--- src/rtl/barrel_pkg.sv ---
package barrel_pkg;

  typedef enum logic {
    DIR_LEFT  = 1'b0,
    DIR_RIGHT = 1'b1
  } shift_dir_e;

  // Bit shifted into vacated high positions on a right move
  function automatic logic fill_bit(input shift_dir_e dir,
                                    input logic       signed_mode,
                                    input logic       msb);
    return (dir == DIR_RIGHT) && signed_mode && msb;
  endfunction

endpackage

--- src/rtl/bsh_capture.sv ---
module bsh_capture
  import barrel_pkg::*;
#(
  parameter int W  = 16,
  parameter int AW = 4
) (
  input  logic          clk,
  input  logic          rst_n,
  input  logic [W-1:0]  din,
  input  logic [AW-1:0] amt,
  input  logic          dir_right,
  input  logic          sign_mode,
  output logic [W-1:0]  q_data,
  output logic [AW-1:0] q_amt,
  output shift_dir_e    q_dir,
  output logic          q_sign
);

  logic [W-1:0]  n_data;
  logic [AW-1:0] n_amt;
  shift_dir_e    n_dir;
  logic          n_sign;

  always_comb begin
    n_data = din;
    n_amt  = amt;
    n_dir  = dir_right ? DIR_RIGHT : DIR_LEFT;
    n_sign = sign_mode;
  end

  always_ff @(posedge clk or negedge rst_n) begin
    if (!rst_n) begin
      q_data <= '0;
      q_amt  <= '0;
      q_dir  <= DIR_LEFT;
      q_sign <= 1'b0;
    end else begin
      q_data <= n_data;
      q_amt  <= n_amt;
      q_dir  <= n_dir;
      q_sign <= n_sign;
    end
  end

  // the captured word is the one present at the previous edge
  p_capture_data_r2: assert property (@(posedge clk) disable iff (!rst_n)
    1'b1 |=> (q_data == $past(din)) && (q_amt == $past(amt)));

endmodule

--- src/rtl/bsh_stage.sv ---
module bsh_stage
  import barrel_pkg::*;
#(
  parameter int W    = 16,
  parameter int DIST = 1
) (
  input  logic [W-1:0] in_word,
  input  logic         en,
  input  shift_dir_e   dir,
  input  logic         fill,
  output logic [W-1:0] out_word
);

  logic [W-1:0] moved;

  always_comb begin
    if (dir == DIR_RIGHT) moved = {{DIST{fill}}, in_word[W-1:DIST]};
    else                  moved = {in_word[W-1-DIST:0], {DIST{1'b0}}};
    out_word = en ? moved : in_word;
  end

endmodule

--- src/rtl/barrel_shift_reg.sv ---
module barrel_shift_reg
  import barrel_pkg::*;
#(
  parameter int W  = 16,
  parameter int AW = $clog2(W)
) (
  input  logic          clk,
  input  logic          rst_n,
  input  logic [W-1:0]  din,
  input  logic [AW-1:0] amt,
  input  logic          dir_right,
  input  logic          sign_mode,
  output logic [W-1:0]  dout
);

  localparam int NST = AW;

  logic [W-1:0]  q_data;
  logic [AW-1:0] q_amt;
  shift_dir_e    q_dir;
  logic          q_sign;
  logic          fill;
  logic [NST:0][W-1:0] lane;

  bsh_capture #(.W(W), .AW(AW)) u_cap (
    .clk(clk), .rst_n(rst_n), .din(din), .amt(amt),
    .dir_right(dir_right), .sign_mode(sign_mode),
    .q_data(q_data), .q_amt(q_amt), .q_dir(q_dir), .q_sign(q_sign)
  );

  always_comb fill = fill_bit(q_dir, q_sign, q_data[W-1]);

  assign lane[0] = q_data;

  for (genvar k = 0; k < NST; k++) begin : g_stage
    bsh_stage #(.W(W), .DIST(1 << k)) u_stg (
      .in_word(lane[k]), .en(q_amt[k]), .dir(q_dir),
      .fill(fill), .out_word(lane[k+1])
    );
  end

  assign dout = lane[NST];

  // zero distance is a pass-through
  p_zero_pass_r6: assert property (@(posedge clk) disable iff (!rst_n)
    (q_amt == '0) |-> (dout == q_data));

  // a left move always clears bit 0
  p_left_lsb_r3: assert property (@(posedge clk) disable iff (!rst_n)
    (q_dir == DIR_LEFT && q_amt != '0) |-> (dout[0] == 1'b0));

  // logical right move clears the top bit
  p_logic_msb_r4: assert property (@(posedge clk) disable iff (!rst_n)
    (q_dir == DIR_RIGHT && !q_sign && q_amt != '0) |-> (dout[W-1] == 1'b0));

  // arithmetic right move keeps the sign bit
  p_arith_msb_r5: assert property (@(posedge clk) disable iff (!rst_n)
    (q_dir == DIR_RIGHT && q_sign) |-> (dout[W-1] == q_data[W-1]));

  // a left move never creates set bits
  p_left_ones_r3: assert property (@(posedge clk) disable iff (!rst_n)
    (q_dir == DIR_LEFT) |-> ($countones(dout) <= $countones(q_data)));

endmodule

--- config.mk ---
export PLATFORM = sky130hd
export DESIGN_NAME = barrel_shift_reg
export DESIGN_NICKNAME = d
export VERILOG_FILES = /design/src/rtl/barrel_pkg.sv /design/src/rtl/bsh_capture.sv /design/src/rtl/bsh_stage.sv /design/src/rtl/barrel_shift_reg.sv
export SDC_FILE = /design/constraint.sdc
export NUM_CORES = 1
export LEC_CHECK = 0
export ABC_AREA = 0
export BUFFER_PORTS_ARGS = -buffer_cell sky130_fd_sc_hd__buf_2
export CORE_ASPECT_RATIO = 1.4
export CORE_MARGIN = 4
export CORE_UTILIZATION = 28
export DETAILED_ROUTE_END_ITERATION = 10
export SLEW_MARGIN = 20
export SYNTH_ARGS = -nofsm -noshare
export SYNTH_HDL_FRONTEND = slang
export SYNTH_SLANG_ARGS = --single-unit
--- constraint.sdc ---
create_clock -name clk -period 1.9 [get_ports clk]
set_input_delay 0.19 -clock clk [delete_from_list [all_inputs] [get_ports clk]]
set_output_delay 0.19 -clock clk [all_outputs]
set_load 0.05 [all_outputs]
Word level (Yosys, flattened, before mapping)
Cells that the tools add are included.
{"block": "word_totals", "reg_bits": 22, "latch_bits": 0, "ramBits": 0, "rom_bits": 0, "input_bits": 24, "out_inout_bits": 16, "word_cells": 15, "mem_count": 0}
{"block": "op_classes", "n_addsub": 0, "n_mul": 0, "n_div": 0, "magnitude_cmp": 0, "eq_ne": 0, "shift": 0, "n_mux": 9, "bitwise": 0, "n_reduce_logical": 2}
{"operator": "16-bit 2-to-1 mux", "count": 8}
{"operator": "1-bit logical AND", "count": 2}
{"operator": "1-bit 2-to-1 mux", "count": 1}

Depth between registers and ports, before layout
{"block": "depth", "depth_word": 10, "mapped_depth": 8, "depth_no_buf": 5}

By module
A second synthesis with hierarchy kept.
{"block": "hier_totals", "cells_unflattened": 223, "hier_area_um2": 1838.0}
{"module": "bsh_capture", "n_inst": 1, "cells_each": 22, "area_each_um2": 550.5, "seq_area_each_um2": 550.5}
{"module": "bsh_stage at g_stage[0].u_stg", "n_inst": 1, "cells_each": 53, "area_each_um2": 341.6, "seq_area_each_um2": 0.0}
{"module": "bsh_stage at g_stage[1].u_stg", "n_inst": 1, "cells_each": 53, "area_each_um2": 336.6, "seq_area_each_um2": 0.0}
{"module": "bsh_stage at g_stage[2].u_stg", "n_inst": 1, "cells_each": 53, "area_each_um2": 326.6, "seq_area_each_um2": 0.0}
{"module": "bsh_stage at g_stage[3].u_stg", "n_inst": 1, "cells_each": 41, "area_each_um2": 276.5, "seq_area_each_um2": 0.0}
{"module": "barrel_shift_reg", "n_inst": 1, "cells_each": 1, "area_each_um2": 6.3, "seq_area_each_um2": 0.0}

Least setup slack after synthesis
OpenSTA, ideal clock, no wires.
{"block": "synth_path", "path_type": "register -> output", "from": "register u_cap.q_dir", "to": "output port dout[3]", "arrival_time_ns": 2.443, "required_ns": 1.710, "setup_slack_ns": -0.733, "path_stages_with_launch": 7, "n_path_buf": 2, "cell_sequence": "dfrtp_1 -> buf_6 -> nand2b_1 -> buf_2 -> o32ai_1 -> a31oi_1 -> o311ai_1"}
{"block": "synth_via", "elab_chain_cells": 9, "elab_cells_between_ends": 10, "cone_classes": "8 x mux; 2 x reduce/logical"}
{"item": "start, declared", "line": "bsh_capture.sv:15", "source": "output shift_dir_e q_dir,"}
{"item": "start signal, assigned", "line": "bsh_capture.sv:40", "source": "q_dir <= n_dir;"}
{"item": "1-bit logical AND (2 in a row)", "line": "barrel_pkg.sv:12", "source": "return (dir == DIR_RIGHT) && signed_mode && msb;"}
{"item": "16-bit 2-to-1 mux", "line": "bsh_stage.sv:17", "source": "if (dir == DIR_RIGHT) moved = {{DIST{fill}}, in_word[W-1:DIST]};"}
{"item": "16-bit 2-to-1 mux (2 in a row)", "line": "bsh_stage.sv:19", "source": "out_word = en ? moved : in_word;"}
{"item": "16-bit 2-to-1 mux", "line": "bsh_stage.sv:17"}
{"item": "16-bit 2-to-1 mux", "line": "bsh_stage.sv:19"}
{"item": "16-bit 2-to-1 mux", "line": "bsh_stage.sv:17"}
{"item": "16-bit 2-to-1 mux (*)", "line": "bsh_stage.sv:19"}
{"item": "end, declared", "line": "barrel_shift_reg.sv:13", "source": "output logic [W-1:0] dout"}
Every way passes the cells marked *; elsewhere a longest branch is shown, timed or not.

Worst setup path in the final report
{"block": "layout_path", "from": "register u_cap.q_amt[0]", "to": "output port dout[10]"}
{"block": "layout_via", "elab_chain_cells": 7}
{"item": "start, declared", "line": "bsh_capture.sv:14", "source": "output logic [AW-1:0] q_amt,"}
{"item": "start signal, assigned", "line": "bsh_capture.sv:39", "source": "q_amt <= n_amt;"}
{"item": "16-bit 2-to-1 mux (*)", "line": "bsh_stage.sv:19"}
{"item": "16-bit 2-to-1 mux", "line": "bsh_stage.sv:17"}
{"item": "16-bit 2-to-1 mux (*)", "line": "bsh_stage.sv:19"}
{"item": "16-bit 2-to-1 mux", "line": "bsh_stage.sv:17"}
{"item": "16-bit 2-to-1 mux (*)", "line": "bsh_stage.sv:19"}
{"item": "16-bit 2-to-1 mux", "line": "bsh_stage.sv:17"}
{"item": "16-bit 2-to-1 mux (*)", "line": "bsh_stage.sv:19"}
Marked as above.

==> results summary <==
In the final layout, the share of cells above drive strength 1 is approximately three fifths. Counting every net in the synthesized netlist gives 294. In the synthesized netlist the dominant register cell turns out to be dfrtp_1. The fraction of the mapped netlist area in adder cells came out at 0%. The cell taking the most area after synthesis is dfrtp_1. The number of cells produced by synthesis is between 200 and 300. The violation count after the first detailed-routing iteration came out at 211. The proportion of synthesized area in mux cells came out at between 10% and 20%.

The die covers approximately 9400 um2. The worst ir drop on vdd is between 0.15 and 0.2 mV. After the last flow step, the layout net total stands at 399.

The clock sink total came out at 22. Yosys mapped a number of flops with a built-in enable equal to 0. The ratio of final minimum period to clock period came out at 125%. The post-synthesis instance area came out at about 2200 um2. The synthesis-to-layout area growth is 78.4%. The total routing usage reported by global routing came out at between 15 and 20%. A synthesized cell averages slightly above 8 um2. The number of rows created at floorplan came out at 38. The wire length per cell after detailed routing came out at 19.2 um.

The flow ran to the end, but the final reports show violations. Routability-driven placement finished with a final weighted congestion of a little under 1. The via count of the first global-routing pass is between 2000 and 3000. The worst max-slew margin expressed relative to the limit came out at between 60 and 70%.

The area fraction in compound gates after synthesis came out at between 30 and 40%. The smallest hold slack is around 0.024 ns. The xor/xnor share of the synthesized area is 0%.

After synthesis, the largest family of logic cells by area is compound AO/OA/AOI/OAI gates. The total of buffers placed on input and output ports is 39. The floorplan step set the die height to about 110 um.

The number of antenna-violating nets in the routed design is 0. The worst setup path is captured at an output pin. Measured along the x axis, the die boundary spans approximately 83 um.

The antenna diode instance count is 0. The total vias in the final route is approximately 2600. The actual slew at the worst max-slew pin is ~0.57 ns. The largest stage delay on the critical path is approximately 0.42 ns. The number of library cell types mapped by synthesis is 53. TritonCTS built the clock tree. The post-route DRC violation count came out at 0. The wire length of the first global-routing pass came out at ~13000 um. The critical path goes through buf_4 > clkbuf_16 > a211o_1 > and3b_2 > or2_4 > a31oi_4 > buf_6. The final count of pins violating max slew is 0. The count of synthesis-stage warnings from yosys is 0.

Setup repair after global routing could not meet its margin everywhere. The number of antenna violations at the first check in global routing came out at 0. After synthesis, the largest area contributor takes up between 20% and 30% of total cell area.

The class of the tightest hold or removal check is in -> reg. Clock tree synthesis inserted a total of 3 buffers. The required time of the worst setup path is 1.71 ns. The register area share after synthesis came out at between 20% and 30%. The total I/O pin count is 40. The final critical-path setup slack is -0.475 ns.

The number of hold violations in the final report is 0. The simple-gate share of the synthesized area came out at 21.2%. The vias per cell came out at roughly 5.6. After detailed placement, the design holds a cell count of about 460. In this run the worst setup path begins at u_cap.q_amt[0].

Across the run, the number of max-cap violations was 0. The hold path startpoint is sign_mode. By area the synthesized netlist is led by dfrtp_1, mux2i_1, nor2_1.

The static leakage came out at ~0.0017 uW. At the worst endpoint, the arrival time is 2.19 ns. Counting flops with an async set or reset pin after synthesis yields a share of 100%. Detailed placement finished with a half-perimeter wire length of roughly 6500 um. The clock slew seen by the registers of the worst setup and hold paths is about 0.070 ns. STA classifies the critical path startpoint as a flip-flop. The worst setup path is of the reg -> out kind. The checks that failed: setup timing. The clock period minus final worst setup slack came out at 2.38 ns. Wires add up to roughly 9100 um. Timing would allow up to 421 MHz. Synthesis inferred 22 register bits. Of all nets on the critical path, the largest fanout is 8.

The power per cell area is between 400 and 500 nW/um2. The largest net degree at the start of global routing came out at 34. In this run the clock root is driven by a clkbuf_8. Counting along the longest clock path gives a buffer depth of 2. The deepest level of the CTS H-tree is 1. The non-filler instance count after layout is ~470. The iteration count of the initial detailed-routing pass is 4.

The area of the placeable core is between 7000 and 8000 um2. The total overflow reported by the global router came out at 0. Setup violations remaining at the end of the flow were counted as 16. The critical-path cell with the highest stage delay is dfrtp_2. The initial core utilization came out at between 20% and 30%.
-- worst max-delay path, delay by kind of cell (launching register included) --
| kind | cells | cell delay (ns) |
|---|---|---|
| flip-flops | 1 | 0.42 |
| buffers and inverters | 3 | 0.51 |
| AND/OR/NAND/NOR | 2 | 0.48 |
| AO/OA/AOI/OAI | 2 | 0.52 |
-- final cells by class --
class,count,area [um2]
Inverter,6,22.5
Fill cell,696,3790
Clock buffer,4,55.1
Sequential cell,22,553
Multi-Input combinational cell,219,2130
Timing Repair Buffer,123,1070
Tap cell,100,125
-- where the power goes --
group	total, uW	switching (uW)	internal [uW]
registers	538	45.8	492
logic	1070	586	479
clock network	331	146	185
-- layer usage --
layer,routed length [um],GRT usage (%),vias up
met4,588,11.2,0
li1,-,-,1223
met3,405,1.97,40
met2,4710,31.1,109
met1,3380,20.1,1266
met5,0,0,-
-- cell usage in the layout (no fill, tap or decap), types with 3 or more instances in the layout --
cell type	synthesis	layout
mux2_2	6	4
a31oi_4	0	3
nor2_2	1	6
nand3_2	0	3
clkbuf_8	0	4
buf_6	2	23
nand2_2	1	6
buf_4	3	67
a211oi_4	0	5
nor2b_1	10	8
a221oi_4	0	3
a211oi_2	3	7
mux2i_4	0	5
dfrtp_1	22	20
nor3_2	0	5
nand3_1	9	6
clkbuf_16	0	4
or2_4	0	3
a21oi_2	0	6
inv_1	6	6
nand2_1	19	14
a21oi_1	14	8
nand2b_1	6	5
o211ai_1	3	3
o21ai_2	1	4
buf_12	2	4
buf_2	9	24
nor3_1	9	3
nor2_1	29	22
a211o_1	6	6
mux2i_1	28	21
o21ai_0	12	8
-- path summary, 6_finish.rpt --
check	to	slack [ns]	depth (start not counted)
worst max-delay path	dout[10]	-0.48	7
worst min-delay path	u_cap.q_sign	0.02	1
max in group asynchronous	u_cap.q_dir	1.12	2
min in group asynchronous	u_cap.q_amt[3]	0.42	2
-- synth_stat cells (2+ instances only) --
library cell,number
mux2_2,6
buf_12,2
mux2i_1,28
buf_4,3
o31ai_1,2
a31oi_1,3
nand3_1,9
o21ai_1,2
o21ai_0,12
o311ai_1,2
a311oi_1,3
inv_1,6
a221oi_1,2
a221oi_2,3
a21oi_1,14
and2_1,3
a32oi_1,3
buf_2,9
buf_6,2
nand2b_1,6
nor2_1,29
dfrtp_1,22
o211ai_1,3
a211o_1,6
and3_1,2
o21a_1,2
clkbuf_1,7
nand2_1,19
a211oi_1,11
nor2b_1,10
a211oi_2,3
or2_1,2
o32ai_1,3
o22ai_1,3
nor3_1,9
a22oi_1,2
-- cell families after synthesis --
kind of cell,after synthesis
AOI/OAI and AO/OA,88
muxes,34
and+or+nand+nor,96
buffers and inverters,30
DFF,22
-- what timing repair did --
item / in CTS / in global routing
hold buffers: 1 / 0
cloned: 1 / 6
buffers inserted: 0 / 5
pin swaps: 5 / 26
endpoints found under the setup margin: 16 / 16
endpoints found under the hold margin: 22 / 0
gates resized for setup: 69 / 47
-- flip-flops by register name, indices dropped and copies added (netlist names) --
register	count
u_cap.q_dir	1
u_cap.q_sign	1
u_cap.q_amt	4
u_cap.q_data	16
-- metrics by stage --
stage | TNS [ns] | instance area, um2 | setup slack (ns) | utilization (%) | total power [uW]
final | -5.90 | 3960 | -0.475 | 51.0 | 1930
after global routing | -7.19 | 3960 | -0.564 | 51.0 | 2030
after CTS | -5.82 | 3610 | -0.470 | 46.6 | 1840
after detailed placement | -2.76 | 3260 | -0.252 | 42.1 | 1390
after global placement | -2.25 | 3260 | -0.222 | 42.1 | 1380
after floorplan | -0.806 | 2510 | -0.209 | - | 1100
Note: power is estimated with default switching activity, not from simulation.
